### config.mk
export PLATFORM = sky130hd
export DESIGN_NAME = sgi_dispatch
export DESIGN_NICKNAME = d
export VERILOG_FILES = /design/src/rtl/sgi_pkg.sv /design/src/rtl/sgi_target_decode.sv /design/src/rtl/sgi_lane_decode.sv /design/src/rtl/sgi_src_bank.sv /design/src/rtl/sgi_dispatch.sv
export SDC_FILE = /design/constraint.sdc
export NUM_CORES = 2
export LEC_CHECK = 0
export ABC_CLOCK_PERIOD_IN_PS = 17230
export CAP_MARGIN = 10
export CORE_MARGIN = 2
export CORE_UTILIZATION = 50
export DETAILED_ROUTE_END_ITERATION = 10
export PLACE_DENSITY = 0.7
export SETUP_SLACK_MARGIN = 0.4
export SLEW_MARGIN = 5
export SYNTH_ARGS = -nofsm -noshare
export SYNTH_HDL_FRONTEND = slang
export SYNTH_HIERARCHICAL = 1
export SYNTH_SLANG_ARGS = --single-unit
### constraint.sdc
create_clock -name clk -period 17.23 [get_ports clk]
set_clock_uncertainty 0.05 [all_clocks]
set_input_delay 5.169 -clock clk [delete_from_list [all_inputs] [get_ports clk]]
set_output_delay 5.169 -clock clk [all_outputs]
set_load 0.05 [all_outputs]
### src/rtl/sgi_pkg.sv
package sgi_pkg;
   typedef enum logic [1:0] {
      WIN_GEN  = 2'd0,
      WIN_SET  = 2'd1,
      WIN_CLR  = 2'd2,
      WIN_NONE = 2'd3
   } win_e;

   typedef enum logic [1:0] {
      FLT_LIST   = 2'd0,
      FLT_OTHERS = 2'd1,
      FLT_SELF   = 2'd2,
      FLT_RSVD   = 2'd3
   } filt_e;

   localparam int unsigned GEN_LIST_LSB = 16;
   localparam int unsigned GEN_MODE_LSB = 24;
endpackage

### src/rtl/sgi_target_decode.sv
module sgi_target_decode #(
   parameter int unsigned NUM_CPU = 8,
   parameter int unsigned CPU_W   = 3,
   parameter int unsigned CNT_W   = 4
) (
   input  logic [1:0]         mode,
   input  logic [NUM_CPU-1:0] list,
   input  logic [CPU_W-1:0]   cpu,
   input  logic [CNT_W-1:0]   active,
   output logic [NUM_CPU-1:0] tgt
);
   import sgi_pkg::*;

   logic [NUM_CPU-1:0] live;
   logic [NUM_CPU-1:0] self_bit;

   for (genvar i = 0; i < NUM_CPU; i++) begin : g_live
      assign live[i]     = (active > CNT_W'(i));
      assign self_bit[i] = (cpu == CPU_W'(i));
   end

   always_comb begin
      unique case (filt_e'(mode))
         FLT_LIST:   tgt = list & live;
         FLT_OTHERS: tgt = live & ~self_bit;
         FLT_SELF:   tgt = self_bit & live;
         default:    tgt = '0;
      endcase
   end
endmodule

### src/rtl/sgi_lane_decode.sv
module sgi_lane_decode #(
   parameter int unsigned NUM_SGI = 16,
   parameter int unsigned SGI_W   = 4,
   parameter int unsigned LANES   = 4,
   parameter int unsigned LANE_W  = 2
) (
   input  logic [SGI_W-1:0]           offset,
   input  logic                       is_byte,
   input  logic [8*LANES-1:0]         wdata,
   output logic [NUM_SGI-1:0]         hit,
   output logic [NUM_SGI-1:0][7:0]    lane
);
   logic [SGI_W-1:0] base;
   assign base = {offset[SGI_W-1:LANE_W], {LANE_W{1'b0}}};

   for (genvar s = 0; s < NUM_SGI; s++) begin : g_sgi
      logic [SGI_W-1:0] diff;
      assign diff = SGI_W'(s) - base;
      always_comb begin
         if (is_byte) begin
            hit[s]  = (offset == SGI_W'(s));
            lane[s] = wdata[7:0];
         end else begin
            hit[s]  = (diff < SGI_W'(LANES));
            lane[s] = wdata[{diff[LANE_W-1:0], 3'b000} +: 8];
         end
      end
   end
endmodule

### src/rtl/sgi_src_bank.sv
module sgi_src_bank #(
   parameter int unsigned NUM_CPU = 8,
   parameter int unsigned NUM_SGI = 16,
   parameter int unsigned CPU_W   = 3,
   parameter int unsigned SGI_W   = 4
) (
   input  logic                           clk,
   input  logic                           rst_n,
   input  logic                           gen_hit,
   input  logic [SGI_W-1:0]               gen_sgi,
   input  logic [CPU_W-1:0]               gen_src,
   input  logic                           win_set,
   input  logic                           win_clr,
   input  logic [NUM_SGI-1:0]             hit,
   input  logic [NUM_SGI-1:0][7:0]        lane,
   output logic [NUM_SGI-1:0][NUM_CPU-1:0] src
);
   for (genvar s = 0; s < NUM_SGI; s++) begin : g_sgi
      logic [NUM_CPU-1:0] nxt;
      always_comb begin
         nxt = src[s];
         if (gen_hit && gen_sgi == SGI_W'(s)) nxt[gen_src] = 1'b1;
         if (win_set && hit[s]) nxt = nxt | lane[s][NUM_CPU-1:0];
         if (win_clr && hit[s]) nxt = nxt & ~lane[s][NUM_CPU-1:0];
      end
      always_ff @(posedge clk) begin
         if (!rst_n) src[s] <= '0;
         else        src[s] <= nxt;
      end
   end
endmodule

### src/rtl/sgi_dispatch.sv
module sgi_dispatch #(
   parameter int unsigned NUM_CPU = 8,
   parameter int unsigned NUM_SGI = 16,
   parameter int unsigned DATA_W  = 32,
   localparam int unsigned CPU_W  = $clog2(NUM_CPU),
   localparam int unsigned SGI_W  = $clog2(NUM_SGI),
   localparam int unsigned CNT_W  = $clog2(NUM_CPU + 1),
   localparam int unsigned LANES  = DATA_W / 8,
   localparam int unsigned LANE_W = $clog2(LANES)
) (
   input  logic                       clk,
   input  logic                       rst_n,
   input  logic [CNT_W-1:0]           active_cpus,
   input  logic                       req_valid,
   input  logic                       req_write,
   input  logic [1:0]                 req_win,
   input  logic                       req_byte,
   input  logic [SGI_W-1:0]           req_offset,
   input  logic [CPU_W-1:0]           req_cpu,
   input  logic [DATA_W-1:0]          req_wdata,
   output logic [DATA_W-1:0]          rd_data,
   output logic [NUM_CPU*NUM_SGI-1:0] pend_out
);
   import sgi_pkg::*;

   if (NUM_CPU < 2 || NUM_CPU > 8) begin : g_bad_cpu
      $error("NUM_CPU must lie in 2..8");
   end
   if (NUM_SGI != 16) begin : g_bad_sgi
      $error("NUM_SGI must be 16 to match the generate field");
   end
   if (DATA_W != 32) begin : g_bad_data
      $error("DATA_W must be 32 to hold the generate fields");
   end

   win_e               win;
   logic               wr_gen, wr_set, wr_clr;
   logic [NUM_CPU-1:0] tgt;
   logic [NUM_SGI-1:0]      hit;
   logic [NUM_SGI-1:0][7:0] lane;
   logic [NUM_CPU-1:0][NUM_SGI-1:0][NUM_CPU-1:0] bank;

   assign win    = win_e'(req_win);
   assign wr_gen = req_valid && req_write && (win == WIN_GEN);
   assign wr_set = req_valid && req_write && (win == WIN_SET);
   assign wr_clr = req_valid && req_write && (win == WIN_CLR);

   sgi_target_decode #(.NUM_CPU(NUM_CPU), .CPU_W(CPU_W), .CNT_W(CNT_W)) u_tgt (
      .mode   (req_wdata[GEN_MODE_LSB +: 2]),
      .list   (req_wdata[GEN_LIST_LSB +: NUM_CPU]),
      .cpu    (req_cpu),
      .active (active_cpus),
      .tgt    (tgt)
   );

   sgi_lane_decode #(.NUM_SGI(NUM_SGI), .SGI_W(SGI_W), .LANES(LANES), .LANE_W(LANE_W)) u_lane (
      .offset  (req_offset),
      .is_byte (req_byte),
      .wdata   (req_wdata),
      .hit     (hit),
      .lane    (lane)
   );

   for (genvar c = 0; c < NUM_CPU; c++) begin : g_bank
      logic mine;
      assign mine = (req_cpu == CPU_W'(c));
      sgi_src_bank #(.NUM_CPU(NUM_CPU), .NUM_SGI(NUM_SGI), .CPU_W(CPU_W), .SGI_W(SGI_W)) u_bank (
         .clk     (clk),
         .rst_n   (rst_n),
         .gen_hit (wr_gen && tgt[c]),
         .gen_sgi (req_wdata[SGI_W-1:0]),
         .gen_src (req_cpu),
         .win_set (wr_set && mine),
         .win_clr (wr_clr && mine),
         .hit     (hit),
         .lane    (lane),
         .src     (bank[c])
      );
      for (genvar s = 0; s < NUM_SGI; s++) begin : g_pend
         assign pend_out[c*NUM_SGI + s] = |bank[c][s];
      end
   end

   logic [SGI_W-1:0] rd_base;
   logic             rd_win;
   assign rd_base = req_byte ? req_offset : {req_offset[SGI_W-1:LANE_W], {LANE_W{1'b0}}};
   assign rd_win  = req_valid && !req_write && (win == WIN_SET || win == WIN_CLR);

   for (genvar k = 0; k < LANES; k++) begin : g_rd
      logic [SGI_W-1:0] idx;
      logic [7:0]       rb;
      assign idx = rd_base + SGI_W'(k);
      always_comb begin
         rb = '0;
         if (rd_win && (k == 0 || !req_byte)) rb[NUM_CPU-1:0] = bank[req_cpu][idx];
      end
      assign rd_data[8*k +: 8] = rb;
   end

   logic unused_wdata;
   assign unused_wdata = ^{req_wdata[DATA_W-1:GEN_MODE_LSB+2], req_wdata[GEN_LIST_LSB-1:SGI_W]};
endmodule

After elaboration in Yosys (flattened, before gate mapping) --
Index checks and enable logic that the tools add are counted.
Word-level totals: register bits 1024, input port bits 50, output and inout bits 160, logic and storage cells 1624
Cells by class: add/sub/neg operators 19, $lt $le $gt $ge 30, eq/ne operators 41, shifts and indexed selects 16, mux-type cells 434, bitwise logic cells 404, reductions and logical operators 552
Operators by type and width (count):
- 8-bit 2-to-1 mux | 408
- 8-bit OR | 256
- 8-bit AND | 131
- 8-bit OR reduction | 128
- 32-bit by 6-bit variable part select with 8-bit output | 16
- 1-bit logical AND | 416
- 128-bit binary-select mux with 3-bit select | 1
- 8-bit inverter | 17
- 8-bit binary-select mux with 4-bit select | 4
- 128-bit 2-to-1 mux | 1
- 4-bit equality test (second input constant) | 16
- 4-bit by 3-bit < comparator with 1-bit output (second input constant) | 16
- 4-bit by 3-bit equality test with 1-bit output (second input constant) | 8
- 4-bit subtractor (first input constant) | 8
- 8-bit case mux with 3 select lines | 1
- 4-bit by 5-bit < comparator with 1-bit output (second input constant) | 4
- 1-bit 2-to-1 mux | 17
- 4-bit by 2-bit equality test with 1-bit output (second input constant) | 4
- 4-bit by 3-bit greater-than comparator with 1-bit output (second input constant) | 4
- 3-bit by 4-bit subtractor with 4-bit output (first input constant) | 4
- 3-bit equality test (second input constant) | 4
- 4-bit by 2-bit adder with 4-bit output (second input constant) | 2
- 4-bit by 1-bit equality test with 1-bit output (second input constant) | 2
- 4-bit by 1-bit greater-than comparator with 1-bit output (second input constant) | 2
- 17 further kinds | 26

Logic depth before layout (Yosys ltp) --
depth after elaboration 11, depth in mapped cells 14, mapped depth without buffers 9

Hierarchy --
The synthesis kept the hierarchy.
Modules (own cells, without submodules):
- sgi_src_bank | instances 8, cells each 563, area each 5894.4 um2, seq. area each 2562.5 um2
- sgi_dispatch | instances 1, cells each 1945, area each 14774.2 um2, seq. area each 0.0 um2
- sgi_lane_decode | instances 1, cells each 187, area each 1183.6 um2, seq. area each 0.0 um2
- sgi_target_decode | instances 1, cells each 51, area each 351.6 um2, seq. area each 0.0 um2

Least setup slack after synthesis --
Ideal clock, no wire load.
kind input to output, from input req_byte, to output rd_data[31], arrival time 9.451 ns, required time 12.011 ns, setup slack 2.560 ns, stages 11, path buffers 6, cells stage by stage clkbuf_1 nand2_1 buf_2 buf_2 buf_2 buf_1 ha_1 xor2_1 clkbuf_1 o31ai_1 nor4_1
Between the ends: word-level cells in the longest chain between the ends 5, elaborated cells on any way between the ends 7, those cells by class add/sub: 1; mux: 4; reduce/logical: 2
Ends and longest elaborated chain:
- start: declaration | RTL line sgi_dispatch.sv:17 | input logic req_byte,
- 2-bit 2-to-1 mux | RTL line sgi_dispatch.sv:86 | assign rd_base = req_byte ? req_offset : {req_offset[SGI_W-1:LANE_W], {LANE_W{1'b0}}};
- 4-bit by 2-bit adder with 4-bit output | RTL line sgi_dispatch.sv:92 | assign idx = rd_base + SGI_W'(k);
- 8-bit binary-select mux with 4-bit select | RTL line sgi_dispatch.sv:95 | if (rd_win && (k == 0 || !req_byte)) rb[NUM_CPU-1:0] = bank[req_cpu][idx];
- 8-bit 2-to-1 mux (not written as such) | RTL line sgi_dispatch.sv:95
- 8-bit 2-to-1 mux (*) | RTL line sgi_dispatch.sv:95
- end: declaration | RTL line sgi_dispatch.sv:21 | output logic [DATA_W-1:0] rd_data,
Every way passes the cells marked *; elsewhere a longest branch is shown, timed or not. The select of a mux whose other input is x is not followed.

Worst setup path after layout --
from input req_cpu[2], to output rd_data[20]
Between the ends: word-level cells in the longest chain between the ends 5
Ends and longest elaborated chain:
- start: declaration | RTL line sgi_dispatch.sv:19 | input logic [CPU_W-1:0] req_cpu,
- 128-bit binary-select mux with 3-bit select | RTL line sgi_dispatch.sv:95
- 128-bit 2-to-1 mux (not written as such) | RTL line sgi_dispatch.sv:95
- 8-bit binary-select mux with 4-bit select | RTL line sgi_dispatch.sv:95
- 8-bit 2-to-1 mux (not written as such) | RTL line sgi_dispatch.sv:95
- 8-bit 2-to-1 mux | RTL line sgi_dispatch.sv:95
Every way passes these cells. The select of a mux whose other input is x is not followed.

==> flow_results.org <==
** Clock tree
- Clock latency on the worst-skew pair, taken at its later pin, is 780 ps.
- Number of gates resized after CTS :: 0
- The H-tree was split into 3 levels.
- Root buf cell :: sky130_fd_sc_hd__clkbuf_16
- Buffers inserted during clock tree synthesis total 113.
- TritonCTS built the clock tree.
- For this design, the sink count on the clock tree is 1024.
- Post-CTS setup repair buffer count :: 0
- Post-cts hold buffer count :: 0
- Clock slew at reported path FFs :: 70 ps
- Largest buffer count on any clock path :: 3

** Setup path
- Following the worst setup path forward leads to its endpoint at rd_data[20].
- STA puts the critical path data arrival time at 10400 ps.
- In this run the register-to-register setup slack is 16030 ps.
- In this run the critical register-to-register path is launched from g_bank[6].u_bank/src[63]$_SDFF_PN0_.
- STA classifies the critical path startpoint as an input port.
- At the worst endpoint, the required time is 12010 ps.
- The worst setup path is of the in -> out kind.
- Tracing the worst setup path back leads to its startpoint at req_cpu[2].
- Counting cells, the worst reg-to-reg path comes to 3.
- CP max FO :: 89
- CP endpoint kind :: output port
- In this run the critical register-to-register path is captured at g_bank[6].u_bank/src[63]$_SDFF_PN0_.

** Synthesis
- YS warnings :: 6
- Post-Synthesis Cells :: 6687
- Number of distinct library cell variants in the gate-level netlist after synthesis :: 101
- Counting instances in the post-synthesis netlist gives the leading cell types as sky130_fd_sc_hd__dfxtp_1, sky130_fd_sc_hd__a221oi_1, sky130_fd_sc_hd__a211oi_1, sky130_fd_sc_hd__nor4_1, sky130_fd_sc_hd__clkbuf_1.
- Area share of the largest cell type after synthesis :: 32.30%
- Mapped cell area :: 63460 um2
- Post-synth EDFFs :: 0
- sky130_fd_sc_hd__dfxtp_1 takes more of the synthesized area than any other cell.
- Seq/Total Area, Yosys :: 32.30%
- In this run, synthesis produced a sequential element count of 1024.
- Dominant cell by count in the synthesized netlist :: sky130_fd_sc_hd__dfxtp_1
- In the synthesized netlist the dominant register cell turns out to be sky130_fd_sc_hd__dfxtp_1.
- By area the synthesized netlist is led by sky130_fd_sc_hd__dfxtp_1, sky130_fd_sc_hd__a221oi_1, sky130_fd_sc_hd__a211oi_1.
- In the synthesized netlist the async set-or-reset flop fraction comes to 0%.
- Number of nets in the synthesized netlist :: 6747
- Synthesized area per cell :: 9.491 um2

** Timing
- Dividing the final minimum period by the clock period gives 90.62%.
- Final Max Slew Viols :: 0
- Timing would allow up to 64.04 MHz.
- Final setup viols :: 0
- Final count of hold timing violations :: 0
- Setup repair after global routing left no endpoint under its margin.
- Setup total negative slack on the finished layout was measured at 0 ps.
- Counting I/O delays and the setup requirement, the final critical path takes 15610 ps.
- Headroom to the max-slew limit :: 2.822%
- Crit path setup slack, layout :: 1615 ps
- At the pin with the least slew margin, the transition time is 1458 ps.

** Cells and area
- The register with the most flip-flops in the layout has 1024 of them.
- Excluding fillers, the count of instances in the completed layout stands at 8017.
- Reg with most FFs :: g_bank.u_bank/src
- After the last flow step, the layout net total stands at 6323.
- The largest registers in the layout are g_bank.u_bank/src (1024).
- Cells with a size suffix above 1 make up 14.15% of the layout.
- Compared with the post-synthesis result, the final layout area differs by 8.168%.

** GRT
- Global routing consumed, over all layers together, 52.06% of the routing resources.
- The number of global-route vias before repair is 61761.
- Sum of overflow across all layers after global routing :: 0
- Global-route wire length before repair :: 491500 um
- Entering global routing, the biggest net connects 148 pins.
- The number of antenna violations at the first check in global routing was 13.

** Detailed routing
- Final wirelength :: 355100 um
- Average detailed-routed wire length per instance :: 44.29 um
- Drt initial violations :: 14169
- Initial DRT Pass Iterations :: 11
- In the routed design, unresolved DRC markers number 3.
- Number of nets with antenna violations after routing :: 0
- Vias after detailed routing :: 69045
- Via density :: 8.612

** Floorplan
- The floorplan step defined a die boundary enclosing 129800 um2.
- For this configuration, the core starts out at a cell density of 50.48%.
- Top-Level Pins :: 210
- Num rows :: 130
- Vert. Die Dim :: 360.3 um
- Core area :: 125700 um2
- Die boundary width :: 360.3 um

** Place
- OpenSTA, run right after detailed placement, puts the worst setup slack at 2080 ps.
- Detailed placement finished with a half-perimeter wire length of 248700 um.
- Routability-driven placement finished with a final weighted congestion of 1.189.
- Buffers placed on the I/O ports in this run total 209.
- Cell count after placement :: 7793

** Outcome
- The run finished, with violations left.
- Violated checks :: DRC

** Job
- Max-cap violations :: 0

** Power
- Power spread over the standard cell area amounts to 86.28 nW/um2.
- Maximum vdd ir drop :: 0.08605 mV
- For this design the static power due to leakage is 21.55 nW.

** Hold path
- Path category of the worst min-delay check :: reg -> reg
- Counting instances, the worst hold path has a depth of 2.
[how the worst min path moves through the flow]
stage / startpoint / to / slack (ps)
finish: g_bank[3].u_bank/src[85]$_SDFF_PN0_ / g_bank[3].u_bank/src[85]$_SDFF_PN0_ / 530
global route: g_bank[2].u_bank/src[25]$_SDFF_PN0_ / g_bank[2].u_bank/src[25]$_SDFF_PN0_ / 540
CTS: g_bank[3].u_bank/src[81]$_SDFF_PN0_ / g_bank[3].u_bank/src[81]$_SDFF_PN0_ / 520
detailed placement: g_bank[3].u_bank/src[81]$_SDFF_PN0_ / g_bank[3].u_bank/src[81]$_SDFF_PN0_ / 510
global placement: g_bank[7].u_bank/src[25]$_SDFF_PN0_ / g_bank[7].u_bank/src[25]$_SDFF_PN0_ / 500
floorplan: g_bank[3].u_bank/src[88]$_SDFF_PN0_ / g_bank[3].u_bank/src[88]$_SDFF_PN0_ / 480
[layout by cell type (no fill, tap or decap), types with 53 or more instances in the layout]
master                               n
sky130_fd_sc_hd__and4bb_2           96
sky130_fd_sc_hd__a221oi_1         1005
sky130_fd_sc_hd__and2_1            269
sky130_fd_sc_hd__and4b_1            96
sky130_fd_sc_hd__nor4b_2            58
sky130_fd_sc_hd__clkbuf_16         114
sky130_fd_sc_hd__dfxtp_1          1024
sky130_fd_sc_hd__nand2_1           241
sky130_fd_sc_hd__mux4_2             70
sky130_fd_sc_hd__mux2_2            118
sky130_fd_sc_hd__a22oi_1            67
sky130_fd_sc_hd__buf_4             159
sky130_fd_sc_hd__o22ai_1            53
sky130_fd_sc_hd__nand4_1            95
sky130_fd_sc_hd__clkdlybuf4s50_1   196
sky130_fd_sc_hd__mux2i_1           195
sky130_fd_sc_hd__nor2_1             99
sky130_fd_sc_hd__a21oi_1           188
sky130_fd_sc_hd__a211oi_1          898
sky130_fd_sc_hd__nand3_1            86
sky130_fd_sc_hd__nor4_1            284
[final cells by class]
class                           instances  area (um2)
Tap cell                             1650        2064
Timing Repair Buffer                  380        3547
Clock inverter                         46       649.4
Antenna cell                            5       12.51
Fill cell                           11195       57080
Clock buffer                          168        3376
Multi-Input combinational cell       4694       38290
Inverter                               50       207.7
Sequential cell                      1024       20500
[power by group]
| group | internal [mW] | switching [mW] |
|---|---|---|
| registers | 2.37 | 0.00343 |
| logic | 0.207 | 0.692 |
| clock network | 1.54 | 1.11 |
[critical path, cell delays in order]
cell                              delay (ps)
sky130_fd_sc_hd__buf_8                   570
sky130_fd_sc_hd__buf_4                   670
sky130_fd_sc_hd__nand2b_1                510
sky130_fd_sc_hd__o32ai_1                 160
sky130_fd_sc_hd__or3_1                   490
sky130_fd_sc_hd__mux4_2                  490
sky130_fd_sc_hd__nand2_1                  80
sky130_fd_sc_hd__nor4bb_1               1140
sky130_fd_sc_hd__clkdlybuf4s50_1        1000
[metal layers]
| metal | part of all wire (%) | vias to the layer above | GRT usage (%) |
|---|---|---|---|
| li1 | - | 27216 | - |
| met1 | 35 | 33237 | 64.12 |
| met2 | 39 | 6904 | 73.29 |
| met3 | 14 | 1684 | 15.89 |
| met4 | 12 | 4 | 45.56 |
| met5 | 0.0059 | - | 0 |
[stage by stage]
stage | hold WS [ps] | cell area, um2 | power, mW | util (%)
2_1_floorplan | 475.4 | 63460 | 2.923 | -
3_3_place_gp | 496.3 | 64530 | 3.253 | 51.32
3_5_place_dp | 505.5 | 64530 | 3.252 | 51.32
4_1_cts | 517.6 | 68550 | 5.829 | 54.52
5_1_grt | 544.9 | 68640 | 5.980 | 54.59
6_report | 528.4 | 68650 | 5.923 | 54.60
[kinds of logic (layout without fill, tap and decap cells)]
kind of cell | after synthesis | count (layout) | synth area share (%)
multiplexers | 389 | 389 | 7.760
AO/OA/AOI/OAI | 2640 | 2640 | 33.04
adder cells (fa/ha/maj) | 10 | 10 | 0.1971
other | 0 | 5 | 0
XOR/XNOR | 9 | 9 | 0.1242
buffers and inverters | 969 | 644 | 8.184
flip-flops | 1024 | 1024 | 32.30
AND/OR/NAND/NOR | 1646 | 1646 | 18.39
No activity file was read; power rests on OpenSTA's default activity.
